File: src/rtl/txf_pkg.sv
package txf_pkg;

  // Strobes from the control unit to the storage datapath.
  typedef struct packed {
    logic push;
    logic pop;
    logic clear;
  } txf_strobe_t;

  // Start level in bytes for each 3-bit level code.
  function automatic logic [8:0] levelFromCode(input logic [2:0] code);
    logic [8:0] lvl;
    case (code)
      3'd0:    lvl = 9'd64;
      3'd1:    lvl = 9'd128;
      3'd2:    lvl = 9'd192;
      3'd3:    lvl = 9'd256;
      3'd4:    lvl = 9'd40;
      3'd5:    lvl = 9'd32;
      3'd6:    lvl = 9'd24;
      default: lvl = 9'd16;
    endcase
    return lvl;
  endfunction

endpackage

File: src/rtl/txf_datapath.sv
module txf_datapath
  import txf_pkg::*;
#(
  parameter int DEPTH  = 256,
  parameter int DATA_W = 8,
  localparam int AW = $clog2(DEPTH),
  localparam int CW = $clog2(DEPTH + 1)
) (
  input  logic              clk,
  input  logic              rstN,
  input  txf_strobe_t       stb,
  input  logic [DATA_W-1:0] wrData,
  input  logic              wrLast,
  output logic [DATA_W-1:0] headData,
  output logic              headLast,
  output logic [CW-1:0]     occupancy,
  output logic [CW-1:0]     frameCnt,
  output logic              full,
  output logic              empty
);

  logic [DATA_W:0] mem [DEPTH];
  logic [AW-1:0]   wrPtr, rdPtr;
  logic            pushEnd, popEnd;

  function automatic logic [AW-1:0] nextPtr(input logic [AW-1:0] p);
    return (p == AW'(DEPTH - 1)) ? '0 : p + 1'b1;
  endfunction

  always_ff @(posedge clk) begin
    if (stb.push) mem[wrPtr] <= {wrLast, wrData};
  end

  assign {headLast, headData} = mem[rdPtr];
  assign pushEnd = stb.push && wrLast;
  assign popEnd  = stb.pop && headLast;
  assign full    = (occupancy == CW'(DEPTH));
  assign empty   = (occupancy == '0);

  always_ff @(posedge clk) begin
    if (!rstN || stb.clear) begin
      wrPtr     <= '0;
      rdPtr     <= '0;
      occupancy <= '0;
      frameCnt  <= '0;
    end else begin
      if (stb.push) wrPtr <= nextPtr(wrPtr);
      if (stb.pop)  rdPtr <= nextPtr(rdPtr);
      case ({stb.push, stb.pop})
        2'b10:   occupancy <= occupancy + 1'b1;
        2'b01:   occupancy <= occupancy - 1'b1;
        default: occupancy <= occupancy;
      endcase
      case ({pushEnd, popEnd})
        2'b10:   frameCnt <= frameCnt + 1'b1;
        2'b01:   frameCnt <= frameCnt - 1'b1;
        default: frameCnt <= frameCnt;
      endcase
    end
  end

endmodule

File: src/rtl/txf_control.sv
module txf_control
  import txf_pkg::*;
#(
  parameter int DEPTH        = 256,
  parameter int FLUSH_CYCLES = 4,
  localparam int CW = $clog2(DEPTH + 1),
  localparam int FW = $clog2(FLUSH_CYCLES + 1)
) (
  input  logic          clk,
  input  logic          rstN,
  input  logic          wrValid,
  input  logic          rdReady,
  input  logic          ctrlWrite,
  input  logic          ctrlFlush,
  input  logic          ctrlStoreFwd,
  input  logic [2:0]    ctrlThresh,
  input  logic [CW-1:0] occupancy,
  input  logic [CW-1:0] frameCnt,
  input  logic          full,
  input  logic          empty,
  input  logic          headLast,
  output txf_strobe_t   stb,
  output logic          wrReady,
  output logic          rdValid,
  output logic          rdFirst,
  output logic          flushBusy,
  output logic          sfActive,
  output logic          txActive
);

  logic          acceptCtrl, flushStart, startOk, levelReached;
  logic [2:0]    threshReg;
  logic          sfPending, firstPending;
  logic [FW-1:0] flushCnt;

  assign acceptCtrl   = ctrlWrite && !flushBusy;
  assign flushStart   = acceptCtrl && ctrlFlush;
  assign levelReached = 32'(occupancy) >= 32'(levelFromCode(threshReg));
  assign startOk      = (frameCnt != '0) || (!sfActive && levelReached);

  assign wrReady   = !full && !flushBusy;
  assign rdValid   = txActive && !empty && !flushBusy;
  assign rdFirst   = rdValid && firstPending;
  assign stb.push  = wrValid && wrReady;
  assign stb.pop   = rdValid && rdReady;
  assign stb.clear = flushBusy;

  // Control register fields and flush sequencing.
  always_ff @(posedge clk) begin
    if (!rstN) begin
      threshReg <= '0;
      sfPending <= 1'b0;
      sfActive  <= 1'b0;
      flushBusy <= 1'b0;
      flushCnt  <= '0;
    end else begin
      if (acceptCtrl) begin
        threshReg <= ctrlThresh;
        sfPending <= ctrlStoreFwd;
      end
      if (flushStart) begin
        flushBusy <= 1'b1;
        flushCnt  <= FW'(FLUSH_CYCLES - 1);
      end else if (flushBusy) begin
        if (flushCnt == '0) flushBusy <= 1'b0;
        else                flushCnt  <= flushCnt - 1'b1;
      end
      if (!txActive) sfActive <= sfPending;
    end
  end

  // Transmission state: start decision and end-of-frame detection.
  always_ff @(posedge clk) begin
    if (!rstN) begin
      txActive     <= 1'b0;
      firstPending <= 1'b0;
    end else if (flushStart || flushBusy) begin
      txActive     <= 1'b0;
      firstPending <= 1'b0;
    end else if (!txActive) begin
      if (startOk) begin
        txActive     <= 1'b1;
        firstPending <= 1'b1;
      end
    end else if (stb.pop) begin
      firstPending <= 1'b0;
      if (headLast) txActive <= 1'b0;
    end
  end

endmodule

File: src/rtl/txfifo_start_ctrl.sv
module txfifo_start_ctrl
  import txf_pkg::*;
#(
  parameter int DEPTH        = 256,
  parameter int DATA_W       = 8,
  parameter int FLUSH_CYCLES = 4
) (
  input  logic              clk,
  input  logic              rstN,
  input  logic              wrValid,
  input  logic [DATA_W-1:0] wrData,
  input  logic              wrLast,
  output logic              wrReady,
  input  logic              rdReady,
  output logic              rdValid,
  output logic [DATA_W-1:0] rdData,
  output logic              rdFirst,
  output logic              rdLast,
  input  logic              ctrlWrite,
  input  logic              ctrlFlush,
  input  logic              ctrlStoreFwd,
  input  logic [2:0]        ctrlThresh,
  output logic              flushBusy,
  output logic              sfActive,
  output logic              txActive
);

  localparam int CW = $clog2(DEPTH + 1);

  txf_strobe_t   stb;
  logic [CW-1:0] occupancy, frameCnt;
  logic          full, empty, headLast;

  txf_datapath #(.DEPTH(DEPTH), .DATA_W(DATA_W)) u_dp (
    .clk(clk), .rstN(rstN), .stb(stb), .wrData(wrData), .wrLast(wrLast),
    .headData(rdData), .headLast(headLast), .occupancy(occupancy),
    .frameCnt(frameCnt), .full(full), .empty(empty)
  );

  txf_control #(.DEPTH(DEPTH), .FLUSH_CYCLES(FLUSH_CYCLES)) u_ctl (
    .clk(clk), .rstN(rstN), .wrValid(wrValid), .rdReady(rdReady),
    .ctrlWrite(ctrlWrite), .ctrlFlush(ctrlFlush), .ctrlStoreFwd(ctrlStoreFwd),
    .ctrlThresh(ctrlThresh), .occupancy(occupancy), .frameCnt(frameCnt),
    .full(full), .empty(empty), .headLast(headLast), .stb(stb),
    .wrReady(wrReady), .rdValid(rdValid), .rdFirst(rdFirst),
    .flushBusy(flushBusy), .sfActive(sfActive), .txActive(txActive)
  );

  assign rdLast = rdValid && headLast;

endmodule

File: config.mk
export PLATFORM = sky130hd
export DESIGN_NAME = txfifo_start_ctrl
export DESIGN_NICKNAME = d
export VERILOG_FILES = /design/src/rtl/txf_pkg.sv /design/src/rtl/txf_datapath.sv /design/src/rtl/txf_control.sv /design/src/rtl/txfifo_start_ctrl.sv
export SDC_FILE = /design/constraint.sdc
export NUM_CORES = 2
export LEC_CHECK = 0
export ABC_AREA = 1
export BUFFER_PORTS_ARGS = -buffer_cell sky130_fd_sc_hd__buf_2
export CAP_MARGIN = 40
export CELL_PAD_IN_SITES_DETAIL_PLACEMENT = 1
export CELL_PAD_IN_SITES_GLOBAL_PLACEMENT = 1
export CORE_ASPECT_RATIO = 0.8
export CORE_MARGIN = 4
export CORE_UTILIZATION = 50
export CTS_CLUSTER_DIAMETER = 50
export DETAILED_ROUTE_END_ITERATION = 6
export GPL_ROUTABILITY_DRIVEN = 0
export GPL_TIMING_DRIVEN = 0
export PLACE_DENSITY = 0.74
export REMOVE_ABC_BUFFERS = 1
export SYNTH_ARGS = -nofsm -noshare
export SYNTH_HDL_FRONTEND = slang
export SYNTH_SLANG_ARGS = --single-unit
File: constraint.sdc
create_clock -name clk -period 3.64 [get_ports clk]
set_input_delay 0.364 -clock clk [delete_from_list [all_inputs] [get_ports clk]]
set_output_delay 0.364 -clock clk [all_outputs]
set_load 0.01 [all_outputs]
# Word-level counts from Yosys, hierarchy flattened
# Memory sizes are Yosys's and may differ from the RTL's. A register that Yosys moved wholly into a read port is not among the register bits.
# Cells that the tools add are included.
totals:
  memories: 1
  register_bits: 45
  mem_bits_rw: 2304
  wordCells: 93
classes:
  reduce_logical: 33
  bitwise_logic: 2
  n_eq_ne: 15
  n_lt_le_gt_ge: 1
  mux: 22
  n_addsub: 7
memory_table:
  columns: ["memory", "depth", "word_bits", "rd", "rd_clocked_by_memory_dff", "wr", "line", "source"]
  rows:
  - ["u_dp.mem", 256, 9, 1, 1, 1, "txf_datapath.sv:22", "logic [DATA_W:0] mem [DEPTH];"]
op_table:
  columns: ["operator", "count"]
  rows:
  - ["9-bit case mux with 7 select lines", 1]
  - ["9-bit case mux with 2 select lines", 2]
  - ["8-bit 2-to-1 mux", 4]
  - ["9-bit by 1-bit adder with 9-bit output (second input constant)", 2]
  - ["9-bit by 1-bit subtractor with 9-bit output (second input constant)", 2]
  - ["8-bit by 1-bit adder with 8-bit output (second input constant)", 2]
  - ["8-bit == test (second input constant)", 2]
  - ["1-bit logical AND", 12]
  - ["1-bit 2-to-1 mux", 12]
  - ["3-bit == test (second input constant)", 3]
  - ["9-bit == test (second input constant)", 1]
  - ["9-bit greater-or-equal comparator", 1]
  - ["9-bit zero test", 1]
  - ["9-bit nonzero test", 1]
  - ["2-bit nonzero test", 4]
  - ["3-bit by 2-bit == test with 1-bit output (second input constant)", 2]
  - ["3-bit zero test", 2]
  - ["2-bit 2-to-1 mux", 3]
  - ["2-bit AND reduction", 3]
  - ["1-bit zero test", 5]
  - ["2-bit by 1-bit == test with 1-bit output (second input constant)", 2]
  - ["2-bit == test (second input constant)", 2]
  - ["2-bit OR reduction", 2]
  - ["3-bit by 1-bit == test with 1-bit output (second input constant)", 1]
  - ["other kinds (5)", 8]

# Depth between registers and ports, before layout
logic_depth:
  ltp_word: 8
  depth_mapped: 27

# Cells and area by module
# A second synthesis with hierarchy kept.
hier_totals:
  cells_unflattened: 8180
  hier_area_um2: 96242.3
by_module_without_submodules:
  columns: ["module", "n_inst", "cells_each", "area_per_inst_um2", "seq_area_each_um2"]
  rows:
  - ["txf_datapath", 1, 8071, 95489.1, 70027.2]
  - ["txf_control", 1, 107, 745.7, 220.2]
  - ["txfifo_start_ctrl", 1, 2, 7.5, 0.0]

# Worst setup path before layout
# No wires, ideal clock.
synth_path:
  kind: "reg-to-reg"
  startpoint: "reg with a tool-made name"
  endpoint: "reg u_dp.frameCnt[6]"
  slack_ns: 0.335
  period_less_slack_ns: 3.305
  t_arrival_ns: 3.190
  path_stages_with_launch: 28
  required_ns: 3.525
  path_cell_list: "dfxtp_1 > buf_6 > buf_6 > buf_6 > buf_6 > buf_6 > nand2_1 > nand3_1 > nand3_1 > nand3_1 > nand3_1 > nand3_1 > nand3_1 > nand3_1 > nand3_2 > inv_1 > ha_1 > buf_4 > xor2_1 > ha_1 > a21oi_1 > o211ai_1 > nand2_1 > a21oi_1 > a21oi_1 > xor2_1 > o21ai_0 > inv_1"
synth_lines:
  columns: ["element", "line", "source"]
  rows:
  - ["end signal, assigned", "txf_datapath.sv:55", "2'b10: frameCnt <= frameCnt + 1'b1;"]
  - ["end signal, assigned", "txf_datapath.sv:56", "2'b01: frameCnt <= frameCnt - 1'b1;"]
  - ["end signal, assigned", "txf_datapath.sv:57", "default: frameCnt <= frameCnt;"]
  - ["end, declared", "txf_datapath.sv:17", "output logic [CW-1:0] frameCnt,"]

==> impl_metrics.prom <==
# TYPE chip_impl_metric gauge
chip_impl_metric{name="pwr-share-clk",unit="%"} 37.4
chip_impl_metric{name="cts.sink_count",unit=""} 2357
chip_impl_metric{name="layout-drive-gt1-share",unit="%"} 14.8
chip_impl_metric{name="critical_path_required",unit="ps"} 3280
chip_impl_info{name="cts_tree",value="yes"} 1
chip_impl_metric{name="crit_fanout",unit=""} 14
chip_impl_metric{name="die_area",unit="mm2"} 0.197
chip_impl_metric{name="synth-edff-count",unit=""} 2304
chip_impl_metric{name="fin_tns_setup",unit="ps"} -17290
chip_impl_metric{name="ys_types",unit=""} 37
chip_impl_metric{name="leakage",unit="uW"} 0.0384
chip_impl_metric{name="finClkSkew",unit="ps"} 40.9
chip_impl_info{name="critPathLaunchType",value="flip-flop"} 1
chip_impl_metric{name="timing_max_transition_violations_final",unit=""} 0
chip_impl_metric{name="power_switching_share",unit="%"} 26.4
chip_impl_metric{name="netlist_area",unit="mm2"} 0.0948
chip_impl_info{name="outcome",value="complete, but fails checks"} 1
chip_impl_metric{name="total_switching_power",unit="uW"} 16100
chip_impl_metric{name="initial_standard_cell_utilization_of_the_core",unit="%"} 50.5
chip_impl_metric{name="number_of_antenna_violations_at_the_first_check_in_global_routing",unit=""} 18
chip_impl_metric{name="cts_buffer_depth",unit=""} 3
chip_impl_metric{name="setup_ws",unit="ps"} -1200
chip_impl_metric{name="share_comb_of_total_power",unit="%"} 13.4
chip_impl_metric{name="drc",unit=""} 0
chip_impl_metric{name="global_route_congestion_overflow_total",unit=""} 0
chip_impl_metric{name="synthCells",unit=""} 7641
chip_impl_info{name="synth.area.top_cells",value="sky130_fd_sc_hd__edfxtp_1 73%, sky130_fd_sc_hd__o21ai_0 5.5%, sky130_fd_sc_hd__nor2_1 5.3%, sky130_fd_sc_hd__nand3_1 4.0%, sky130_fd_sc_hd__nand2_1 3.4%"} 1
chip_impl_metric{name="syn2layout_area_growth",unit="%"} 19.1
chip_impl_metric{name="dp_hpwl",unit="mm"} 169
chip_impl_metric{name="grt_pass1_vias",unit=""} 70900
chip_impl_metric{name="syn-mean-instance-area",unit="um2"} 12.4
chip_impl_metric{name="max_freq",unit="MHz"} 207
chip_impl_metric{name="fillerInstances",unit=""} 18100
chip_impl_metric{name="final_number_of_hold_violating_endpoints",unit=""} 0
chip_impl_metric{name="report.final.setup_viol",unit=""} 18
chip_impl_metric{name="power_report.internal_total",unit="uW"} 44700
chip_impl_metric{name="p_per_area",unit="mW/mm2"} 538
chip_impl_info{name="synth_top_cells_by_count",value="2,304 x sky130_fd_sc_hd__edfxtp_1, 1,328 x sky130_fd_sc_hd__nor2_1, 1,044 x sky130_fd_sc_hd__o21ai_0"} 1
chip_impl_metric{name="final.period_utilization",unit="%"} 133
chip_impl_metric{name="vdd_drop_max",unit="V"} 0.000432
chip_impl_metric{name="yosysSeqAreaShare",unit="%"} 74.1
chip_impl_metric{name="viasPerCell",unit=""} 6.70
chip_impl_metric{name="post-place-cells",unit=""} 9914
chip_impl_info{name="hold_path.class",value="primary input to flip-flop"} 1
chip_impl_metric{name="cts.htree.levels",unit=""} 4
chip_impl_metric{name="vias",unit=""} 71000
chip_impl_info{name="synthMostInstantiatedCell",value="sky130_fd_sc_hd__edfxtp_1"} 1
chip_impl_info{name="crit_type",value="flip-flop to output port"} 1
chip_impl_metric{name="drt_first_pass_iters",unit=""} 6
chip_impl_metric{name="num-nets-final",unit=""} 7933
chip_impl_metric{name="grt_first_pass_wirelength",unit="mm"} 496
chip_impl_metric{name="die_w",unit="um"} 495
chip_impl_metric{name="layoutNonFillerInstCount",unit=""} 10600
chip_impl_metric{name="die_y",unit="um"} 397
chip_impl_metric{name="worstPathArrival",unit="ps"} 4470
chip_impl_metric{name="tritoncts.num_buffers",unit=""} 221
chip_impl_metric{name="fin_crit",unit="ps"} 4840
chip_impl_metric{name="routed_wl",unit="mm"} 358
chip_impl_metric{name="worst_setup_hold_path_clk_slew",unit="ps"} 80
chip_impl_metric{name="synth_top_area_share",unit="%"} 73.0
chip_impl_metric{name="synth_seq_cells",unit=""} 2357
chip_impl_metric{name="placement_rows",unit=""} 142
chip_impl_metric{name="whs",unit="ps"} 2.98
chip_impl_metric{name="grt_util_all_layers",unit="%"} 34.7
chip_impl_metric{name="antenna_violating_nets_post_route",unit=""} 0
chip_impl_metric{name="slew-limit-headroom",unit="%"} 26.0
chip_impl_info{name="ys_dominant_reg_cell",value="sky130_fd_sc_hd__edfxtp_1"} 1
chip_impl_metric{name="cap_violations",unit=""} 0
chip_impl_metric{name="asyncSetResetFlopFracSynth",unit="%"} 0
chip_impl_metric{name="fp.coreArea",unit="mm2"} 0.188
chip_impl_metric{name="seq_power_share",unit="%"} 49.2
chip_impl_info{name="rsz_0062_raised_after_global_routing",value="yes"} 1
chip_impl_info{name="critPathCaptureType",value="output port"} 1
chip_impl_metric{name="ios",unit=""} 34
chip_impl_metric{name="yosys_warning_total",unit=""} 0
chip_impl_metric{name="grt_start_max_net_pins",unit=""} 138
chip_impl_info{name="clockRootBuffer",value="sky130_fd_sc_hd__clkbuf_16"} 1
chip_impl_info{name="violations",value="negative setup slack"} 1
chip_impl_metric{name="wl_per_cell",unit="um"} 33.7
chip_impl_metric{name="detail_route.iter0.violations",unit=""} 10700
chip_impl_metric{name="clock_network_latency_to_the_later_pin_of_the_worst_skew_pair",unit="ps"} 870
chip_impl_info{name="synth.largest_area_cell",value="sky130_fd_sc_hd__edfxtp_1"} 1
chip_impl_metric{name="max_slew.worst_pin.slew",unit="ps"} 1110
chip_impl_metric{name="buffer_ports.inserted",unit=""} 33
[final timing paths]
| check | end | from | cells after the start | slack, ps |
|---|---|---|---|---|
| worst min register to register | u_ctl.firstPending | u_ctl.firstPending | 2 | 490 |
| worst max-delay path | rdData[1] | flip-flop | 21 | -1200 |
| worst min-delay path | u_dp.mem[254][3] | wrData[3] | 1 | 3 |
| worst max register to register | u_dp.frameCnt[6] | flip-flop | 24 | -1120 |
[critical path, stage by stage, from the launching register on]
cell and delay [ps]:
sky130_fd_sc_hd__dfxtp_4 360, sky130_fd_sc_hd__buf_16 130, sky130_fd_sc_hd__buf_16 140, sky130_fd_sc_hd__buf_16 140, sky130_fd_sc_hd__buf_16 130, sky130_fd_sc_hd__buf_16 140
sky130_fd_sc_hd__buf_16 160, sky130_fd_sc_hd__clkinv_16 110, sky130_fd_sc_hd__buf_16 180, sky130_fd_sc_hd__buf_16 180, sky130_fd_sc_hd__buf_6 170, sky130_fd_sc_hd__buf_16 170
sky130_fd_sc_hd__o21ai_0 110, sky130_fd_sc_hd__o22ai_1 180, sky130_fd_sc_hd__nand2_1 120, sky130_fd_sc_hd__nand3_1 120, sky130_fd_sc_hd__nand3_1 100, sky130_fd_sc_hd__nand3_2 130
sky130_fd_sc_hd__nand3_1 180, sky130_fd_sc_hd__a21oi_2 250, sky130_fd_sc_hd__or2_1 150, sky130_fd_sc_hd__buf_4 150
[cells in the final DEF, fill, tap and decap left out, types with 7 or more instances in the layout]
master / instances
sky130_fd_sc_hd__buf_12: 30
sky130_fd_sc_hd__bufbuf_16: 29
sky130_fd_sc_hd__inv_6: 12
sky130_fd_sc_hd__a21oi_2: 12
sky130_fd_sc_hd__o22ai_2: 10
sky130_fd_sc_hd__clkinvlp_4: 7
sky130_fd_sc_hd__buf_8: 27
sky130_fd_sc_hd__diode_2: 12
sky130_fd_sc_hd__nand3_4: 63
sky130_fd_sc_hd__clkbuf_1: 46
sky130_fd_sc_hd__dfxtp_1: 47
sky130_fd_sc_hd__xor2_1: 14
sky130_fd_sc_hd__dlygate4sd3_1: 21
sky130_fd_sc_hd__inv_1: 61
sky130_fd_sc_hd__nand3_2: 173
sky130_fd_sc_hd__buf_4: 267
sky130_fd_sc_hd__nor2_2: 19
sky130_fd_sc_hd__a21oi_4: 9
sky130_fd_sc_hd__buf_2: 19
sky130_fd_sc_hd__ha_1: 20
sky130_fd_sc_hd__o21ai_1: 56
sky130_fd_sc_hd__nand3_1: 522
sky130_fd_sc_hd__nand4_1: 13
sky130_fd_sc_hd__clkbuf_16: 243
sky130_fd_sc_hd__clkinv_2: 49
sky130_fd_sc_hd__clkbuf_8: 10
sky130_fd_sc_hd__nand2_1: 850
sky130_fd_sc_hd__bufinv_16: 8
sky130_fd_sc_hd__nor2_1: 1306
sky130_fd_sc_hd__o22ai_1: 503
sky130_fd_sc_hd__buf_6: 29
sky130_fd_sc_hd__a21oi_1: 40
sky130_fd_sc_hd__clkinv_1: 58
sky130_fd_sc_hd__buf_16: 125
sky130_fd_sc_hd__edfxtp_1: 2304
sky130_fd_sc_hd__o21ai_0: 999
[per-layer routing]
metal | part of all wire (%) | vias up | track usage [%] | wire length, um
li1 | - | 28500 | - | -
met1 | 37 | 36200 | 46.8 | 132000
met2 | 46 | 5154 | 53.4 | 164000
met3 | 12 | 1097 | 8.09 | 43100
met4 | 5.2 | 6 | 16.8 | 18600
met5 | 0.011 | - | 0 | 41
[cell families (layout without fill, tap and decap cells)]
kind of cell,after synthesis,count (layout),synth area share [%]
adders and majority gates,25,25,0.338
DFF,2357,2357,74.1
buffers and inverters,619,1055,3.09
and+or+nand+nor,2975,2975,12.9
xor gates and xnor gates,26,26,0.240
other,0,12,0
AOI/OAI and AO/OA,1639,1639,9.36
[per-stage QoR]
step	setup slack (ps)	total power [uW]	instance area, um2	util [%]
after detailed placement	-4340	36000	99100	52.8
final	-1200	60800	113000	60.1
after global routing	-1270	62400	113000	60.1
after floorplan	-44370	34200	92200	-
after global placement	-114620	35300	95500	50.8
after CTS	-1040	59900	111000	59.2
[timing repair]
item | 4_1_cts | 5_1_grt
hold buffers | 21 | 0
gates resized for setup | 372 | 165
endpoints found under the hold margin | 320 | 0
setup buffers | 69 | 44
setup endpoints to repair | 1526 | 233
pin swaps | 74 | 77
gates cloned | 92 | 15
[flip-flops by register name, summed over array words and instances, names as in the netlist, named ones only]
| register | cells |
|---|---|
| u_dp.mem | 2304 |
| u_dp.frameCnt | 9 |
| u_dp.occupancy | 9 |
| u_dp.rdPtr | 8 |
| u_dp.wrPtr | 8 |
| u_ctl.flushCnt | 3 |
| u_ctl.threshReg | 3 |
| u_ctl.firstPending | 1 |
| u_ctl.flushBusy | 1 |
| u_ctl.sfActive | 1 |
| u_ctl.sfPending | 1 |
| u_ctl.txActive | 1 |
[power groups by stage]
stage	clock network [uW]	logic, uW	registers, uW
final	22800	8140	29900
after global routing	24000	8480	29900
after CTS	22600	7430	29900
after detailed placement	0	5520	30500
after global placement	0	4260	31100
after floorplan	0	3390	30800
[layout make-up]
| type | count | area [um2] | area share [%] |
|---|---|---|---|
| Timing Repair inverter | 7 | 85.1 | 0.0753 |
| Inverter | 75 | 377 | 0.333 |
| Timing Repair Buffer | 562 | 8400 | 7.44 |
| Antenna cell | 12 | 30.0 | 0.0266 |
| Clock buffer | 284 | 6020 | 5.33 |
| Tap cell | 2520 | 3150 | 2.79 |
| Clock inverter | 127 | 842 | 0.746 |
| Sequential cell | 2357 | 70300 | 62.2 |
| Multi-Input combinational cell | 4665 | 23800 | 21.0 |
Note: power is estimated with default switching activity, not from simulation.
